[src/rtl/mm_accum_ctrl.sv]
module mm_accum_ctrl #(
  parameter int PARTS      = 128,
  parameter int BANKS      = 8,
  parameter int BANK_BYTES = 2048,
  parameter int MAX_ROWS   = 128,
  parameter bit WIDE_ZONES = 1'b1
) (
  input  logic                                   clk,
  input  logic                                   rst_n,
  input  logic                                   cmd_valid,
  output logic                                   cmd_ready,
  input  logic [3:0]                             cmd_col_grp,
  input  logic [3:0]                             cmd_row_grp,
  input  logic [7:0]                             cmd_bus,
  input  logic [$clog2(PARTS):0]                 cmd_cols,
  input  logic [$clog2(PARTS):0]                 cmd_rows,
  input  logic [7:0]                             cmd_flags,
  input  logic [1:0]                             cmd_zone,
  input  logic [$clog2(BANKS*BANK_BYTES)-1:0]    cmd_off,
  output logic                                   wr_valid,
  input  logic                                   wr_ready,
  output logic [$clog2(PARTS)-1:0]               wr_part,
  output logic [$clog2(PARTS)-1:0]               wr_src,
  output logic [$clog2(BANKS)-1:0]               wr_bank,
  output logic [BANKS-1:0]                       wr_zmask,
  output logic                                   wr_rmw,
  output logic                                   wr_last,
  output logic                                   wr_drain,
  output logic                                   err
);
  localparam int PW = $clog2(PARTS);
  localparam int BW = $clog2(BANKS);
  localparam int OW = $clog2(BANKS*BANK_BYTES);
  localparam int CW = PW + 1;
  localparam int QP = PARTS / 4;

  logic          busy, err_q, rmw_q, drain_q;
  logic [BW-1:0] cnt, base_q;
  logic [BW:0]   span_q;
  logic [PW-1:0] part_q, src_q;
  logic [BANKS-1:0] zm_q, open_q;

  logic [PW-1:0] dst, src;
  logic [CW-1:0] lim;
  logic [7:0]    need_bus;
  logic          col_ok, row_ok;

  always_comb begin
    dst = '0; lim = '0; need_bus = 8'h00; col_ok = 1'b1;
    case (cmd_col_grp)
      4'hF: begin lim = CW'(PARTS);   need_bus = 8'h10; end
      4'h3: begin lim = CW'(PARTS/2); need_bus = 8'h01; end
      4'hC: begin dst = PW'(PARTS/2); lim = CW'(PARTS/2); need_bus = 8'h04; end
      4'h1: begin lim = CW'(QP); need_bus = 8'h01; end
      4'h2: begin dst = PW'(QP);   lim = CW'(QP); need_bus = 8'h02; end
      4'h4: begin dst = PW'(2*QP); lim = CW'(QP); need_bus = 8'h04; end
      default: col_ok = 1'b0;
    endcase
  end

  always_comb begin
    src = '0; row_ok = 1'b1;
    case (cmd_row_grp)
      4'hF, 4'h3, 4'h1: src = '0;
      4'h2:             src = PW'(QP);
      4'hC, 4'h4:       src = PW'(2*QP);
      4'h8:             src = PW'(3*QP);
      default:          row_ok = 1'b0;
    endcase
  end

  wire [BW-1:0] bank  = cmd_off[OW-1:OW-BW];
  wire [BW:0]   span  = (BW+1)'(1) << cmd_zone;
  wire          start = cmd_flags[0];
  wire          fin   = cmd_flags[1];
  wire [2*BANKS-1:0] wide =
    (((2*BANKS)'(1) << span) - (2*BANKS)'(1)) << bank;
  wire [BANKS-1:0] smask = wide[BANKS-1:0];

  wire span_ok  = ({1'b0, bank} + span) <= (BW+1)'(BANKS);
  wire zone_ok  = WIDE_ZONES || (cmd_zone == 2'd0);
  wire open_ok  = start || ((open_q & smask) == smask);
  wire shape_ok = (cmd_flags[7:2] == 6'd0) && (cmd_rows != '0) &&
                  (cmd_rows <= CW'(MAX_ROWS)) && (cmd_cols != '0) && (cmd_cols <= lim);
  wire legal    = col_ok && (cmd_bus == need_bus) && row_ok && shape_ok &&
                  zone_ok && span_ok && open_ok;
  wire accept   = cmd_valid && !busy;
  wire beat_go  = busy && wr_ready;

  assign cmd_ready = !busy;
  assign wr_valid  = busy;
  assign wr_part   = part_q;
  assign wr_src    = src_q;
  assign wr_bank   = base_q + cnt;
  assign wr_zmask  = zm_q;
  assign wr_rmw    = rmw_q;
  assign wr_drain  = drain_q;
  assign wr_last   = ({1'b0, cnt} + 1'b1) == span_q;
  assign err       = err_q;

  always_ff @(posedge clk or negedge rst_n) begin
    if (!rst_n) begin
      busy <= 1'b0; err_q <= 1'b0; cnt <= '0; base_q <= '0; span_q <= '0;
      part_q <= '0; src_q <= '0; zm_q <= '0; rmw_q <= 1'b0; drain_q <= 1'b0;
      open_q <= '0;
    end else begin
      err_q <= accept && !legal;
      if (accept && legal) begin
        busy    <= 1'b1;
        cnt     <= '0;
        base_q  <= bank;
        span_q  <= span;
        part_q  <= dst;
        src_q   <= src;
        zm_q    <= start ? smask : '0;
        rmw_q   <= !start;
        drain_q <= fin;
        if (fin)        open_q <= open_q & ~smask;
        else if (start) open_q <= open_q | smask;
      end else if (beat_go) begin
        if (wr_last) busy <= 1'b0;
        else         cnt  <= cnt + 1'b1;
      end
    end
  end

  a_r11_hold_beat: assert property (@(posedge clk) disable iff (!rst_n)
    wr_valid && !wr_ready |=> wr_valid && $stable(wr_bank) && $stable(wr_part) &&
                              $stable(wr_zmask) && $stable(wr_rmw));
  a_r6_beats_continue: assert property (@(posedge clk) disable iff (!rst_n)
    wr_valid && !wr_last |=> wr_valid);
  a_r12_err_no_beat: assert property (@(posedge clk) disable iff (!rst_n)
    err |-> !wr_valid);
  a_r3_no_q3_dest: assert property (@(posedge clk) disable iff (!rst_n)
    wr_valid |-> wr_part != PW'(3*QP));
  a_r7_zero_covers_bank: assert property (@(posedge clk) disable iff (!rst_n)
    wr_valid && (wr_zmask != '0) |-> wr_zmask[wr_bank]);
  a_r8_mode_matches_zero: assert property (@(posedge clk) disable iff (!rst_n)
    wr_valid |-> (wr_rmw == (wr_zmask == '0)));
endmodule

[config.mk]
export PLATFORM = sky130hd
export DESIGN_NAME = mm_accum_ctrl
export DESIGN_NICKNAME = d
export VERILOG_FILES = /design/src/rtl/mm_accum_ctrl.sv
export SDC_FILE = /design/constraint.sdc
export NUM_CORES = 1
export LEC_CHECK = 0
export BUFFER_PORTS_ARGS = -buffer_cell sky130_fd_sc_hd__buf_2
export CORE_ASPECT_RATIO = 1.2
export CORE_MARGIN = 5
export CORE_UTILIZATION = 50
export DETAILED_ROUTE_END_ITERATION = 6
export GPL_ROUTABILITY_DRIVEN = 0
export GPL_TIMING_DRIVEN = 0
export PLACE_DENSITY = 0.81
export SKIP_CTS_REPAIR_TIMING = 1
export SYNTH_ARGS = -nofsm -noshare
export SYNTH_HDL_FRONTEND = slang
export SYNTH_SLANG_ARGS = --single-unit
[constraint.sdc]
create_clock -name clk -period 2.49 [get_ports clk]
set_input_delay 0.1245 -clock clk [delete_from_list [all_inputs] [get_ports clk]]
set_output_delay 0.1245 -clock clk [all_outputs]
set_load 0.05 [all_outputs]
==> summary.md <==
| Metric | Value |
|---|---|
| Fin crit share | `0.988` |
| Max Slew Vio Count | `0` |
| Critical Path Sink Type | `register` |
| Hold_ws | `roughly 0.059 ns` |
| Ant. Diodes | `0` |
| Kind of start point of the critical path | `input pin` |
| Clk_lat worst skew | `between 0.2 and 0.3 ns` |
| Worst Path Arrival | `2.64 ns` |
| Yosys warns | `0` |
| Outcome | `finished, final reports clean` |
| Largest delay share family, worst path | `simple AND/OR/NAND/NOR gates` |
| Starting Density | `0.520` |
| Cell variety after synth | `62` |
| Least-Margin Pin Slew | `about 0.77 ns` |
| Seq/Total Area, Yosys | `0.353` |
| Chip height | `86.0 µm` |
| CTS tree | `done` |
| Drt wl/cell | `about 15 µm` |
| First-pass GRT wire length | `a little under 10,000 µm` |
| Yosys reg bits | `34` |
| Hold Fails Final Rpt | `0` |
| Power density cells | `between 500 and 600 nW/µm²` |
| Worst VDD drop | `between 200 and 300 µV` |
| Lkg Pwr | `1.61 nW` |
| Design Power | `roughly 1.8 mW` |
| Post-synth EDFFs | `0` |
| Multi-input logic area | `roughly 1400 µm²` |
| Worst min-delay path startpoint | `cmd_flags[1]` |
| Share of layout cells above drive strength 1 | `0.361` |
| Chip Width | `73.4 µm` |
| Worst setup path start | `cmd_zone[0]` |
| Die area | `approximately 6300 µm²` |
| WS Path Type | `in2reg` |
| CP max FO | `7` |
| Initial antenna violation count | `0` |
| Routed WL | `around 6200 µm` |
| CORE AREA | `between 4000 and 5000 µm²` |
| I/O Pins | `between 90 and 100` |
| Clock-pin slew on the worst setup and hold paths | `around 0.070 ns` |
| FF+latch area | `about 850 µm²` |
| CTS max path bufs | `2` |
| Htree depth | `2` |
| Via count | `around 2,300` |
| Grt total ovfl | `0` |
| ANT nets after route | `0` |
| Slowest stage delay, CP | `slightly above 0.5 ns` |
| I/O Buffers | `68` |
| Via-to-Cell Ratio | `~5.5` |
| CP cell instances | `buf_12, or2_4, inv_4, ha_4, inv_2, fa_1, nand2_2, o22ai_2, a211oi_2, nor3_2, nand4_2, buf_6, nor2_4, buf_12, mux2_4` |
| Most used DFF post-synth | `dfrtp_1` |
| Critical path buffer and inverter count | `5` |
| CP max-delay cell | `fa_1` |
| CTS sink cnt | `34` |
| Ys async rst share | `1.00` |
| Post-Syn Instances | `roughly 270` |
| Highest clock rate | `just over 0.4 GHz` |
| Max_cap viols | `0` |
| DRT iter0 DRCs | `154` |
| Clock Skews | `between 0.005 and 0.006 ns` |
| Tmin final | `2.46 ns` |
| Clk root buf | `clkbuf_8` |
| Placed inst area | `2920 µm²` |
| Finished Cell Area | `between 3000 and 4000 µm²` |
| Synth-to-Final Area Change | `31.3%` |
| DP HPWL | `around 4600 µm` |
| Largest net degree at the start of global routing | `35` |
| Post-route DRC | `0` |
| Most used cell, CP | `buf_12` |
| Hold Path Class | `in2reg` |
| RSZ-0062 raised after global routing | `true` |
| Avg Synthesized Cell Area | `slightly below 9 µm²` |
| Setup-failing EPs final | `0` |
| Worst path required time | `2.66 ns` |
| FILL cells | `roughly 360` |
| Number of global-route vias before repair | `about 2,300` |
| Cts bufs inserted | `5` |
| Drt pass-1 iters | `4` |
| Utilization after layout | `0.683` |
| GRT Total Usage | `0.200` |
| Mapped Area | `between 2000 and 2500 µm²` |
| # rows | `27` |
| Relative slew slack | `0.490` |
| Final #Nets | `roughly 440` |
## synth_stat cells (all sizes together) (4+ instances only)
library cell / number / area, µm²
nor2: 22 / 92.6
a21o: 5 / 37.5
dfrtp: 34 / 851
xnor2: 6 / 52.6
ha: 9 / 113
xor2: 6 / 52.6
or4: 7 / 56.3
nand2b: 4 / 25.0
a31oi: 4 / 25.0
nor3: 11 / 60.1
nand2: 10 / 37.5
nand4: 4 / 31.3
o21a: 6 / 45.0
o21ai: 25 / 125
nor4: 7 / 50.1
buf: 20 / 138
inv: 20 / 75.1
nand3: 8 / 40.0
or3: 7 / 43.8
a21oi: 9 / 45.0
mux2: 5 / 56.3
## placed cells by master, fill, tap and decap left out, drive strengths merged, types with 4 or more instances in the layout
cell type,synthesis,layout
a21o,5,5
a21oi,9,9
a31oi,4,4
buf,20,100
clkbuf,3,8
conb,1,10
dfrtp,34,34
ha,9,9
inv,20,20
mux2,5,5
nand2,10,10
nand2b,4,4
nand3,8,8
nand4,4,4
nor2,22,22
nor3,11,11
nor4,7,7
o21a,6,6
o21ai,25,25
or3,7,7
or4,7,7
xnor2,6,6
xor2,6,6
## per-stage QoR
| step | setup slack (ns) | instances | setup TNS [ns] |
|---|---|---|---|
| final | 0.0295 | 426 | 0 |
| after global placement | -0.475 | 406 | -10.50 |
| after CTS | -0.247 | 414 | -3.04 |
| after detailed placement | -0.547 | 406 | -12.94 |
| after floorplan | -0.0614 | 280 | -0.437 |
| after global routing | -0.0642 | 426 | -0.128 |
## cells by family after synthesis
logic type	after synthesis	share of synthesized area
and+or+nand+nor	95	0.232
DFF	34	0.353
muxes	6	0.0275
other	1	0.00156
buffers and inverters	43	0.0930
xor gates and xnor gates	12	0.0436
adders and majority gates	11	0.0634
AOI/OAI and AO/OA	69	0.186
## routing by layer
layer  track usage  part of all wire
met5             0                 0
met4        0.0807             0.016
met3        0.0305             0.054
met2         0.343              0.51
met1         0.247              0.42
## cell type report
class | count | share of cell area
multi-input combinational | 203 | 0.452
sequential | 34 | 0.269
timing repair buffer | 82 | 0.154
buffer | 21 | 0.0467
clock buffer | 6 | 0.0261
inverter | 20 | 0.0245
tap | 58 | 0.0230
clock inverter | 2 | 0.00396
## path summary, 6_finish.rpt
kind | end | slack, ns | depth (start not counted)
max | wr_src[5] | 0.03 | 15
min | register | 0.06 | 2
max reg2reg | span_q[1] | 0.21 | 7
min reg2reg | wr_zmask[0] | 0.48 | 1
max in group asynchronous | span_q[2] | 1.55 | 2
min in group asynchronous | wr_zmask[5] | 0.45 | 2
## report_power, final
| group | internal, mW | switching (mW) | leakage (nW) |
|---|---|---|---|
| Combinational | 0.241 | 0.479 | 1.10 |
| Clock | 0.222 | 0.212 | 0.0472 |
| Sequential | 0.589 | 0.0464 | 0.461 |
| Total | 1.05 | 0.737 | 1.61 |
No activity file was read; power rests on OpenSTA's default activity.
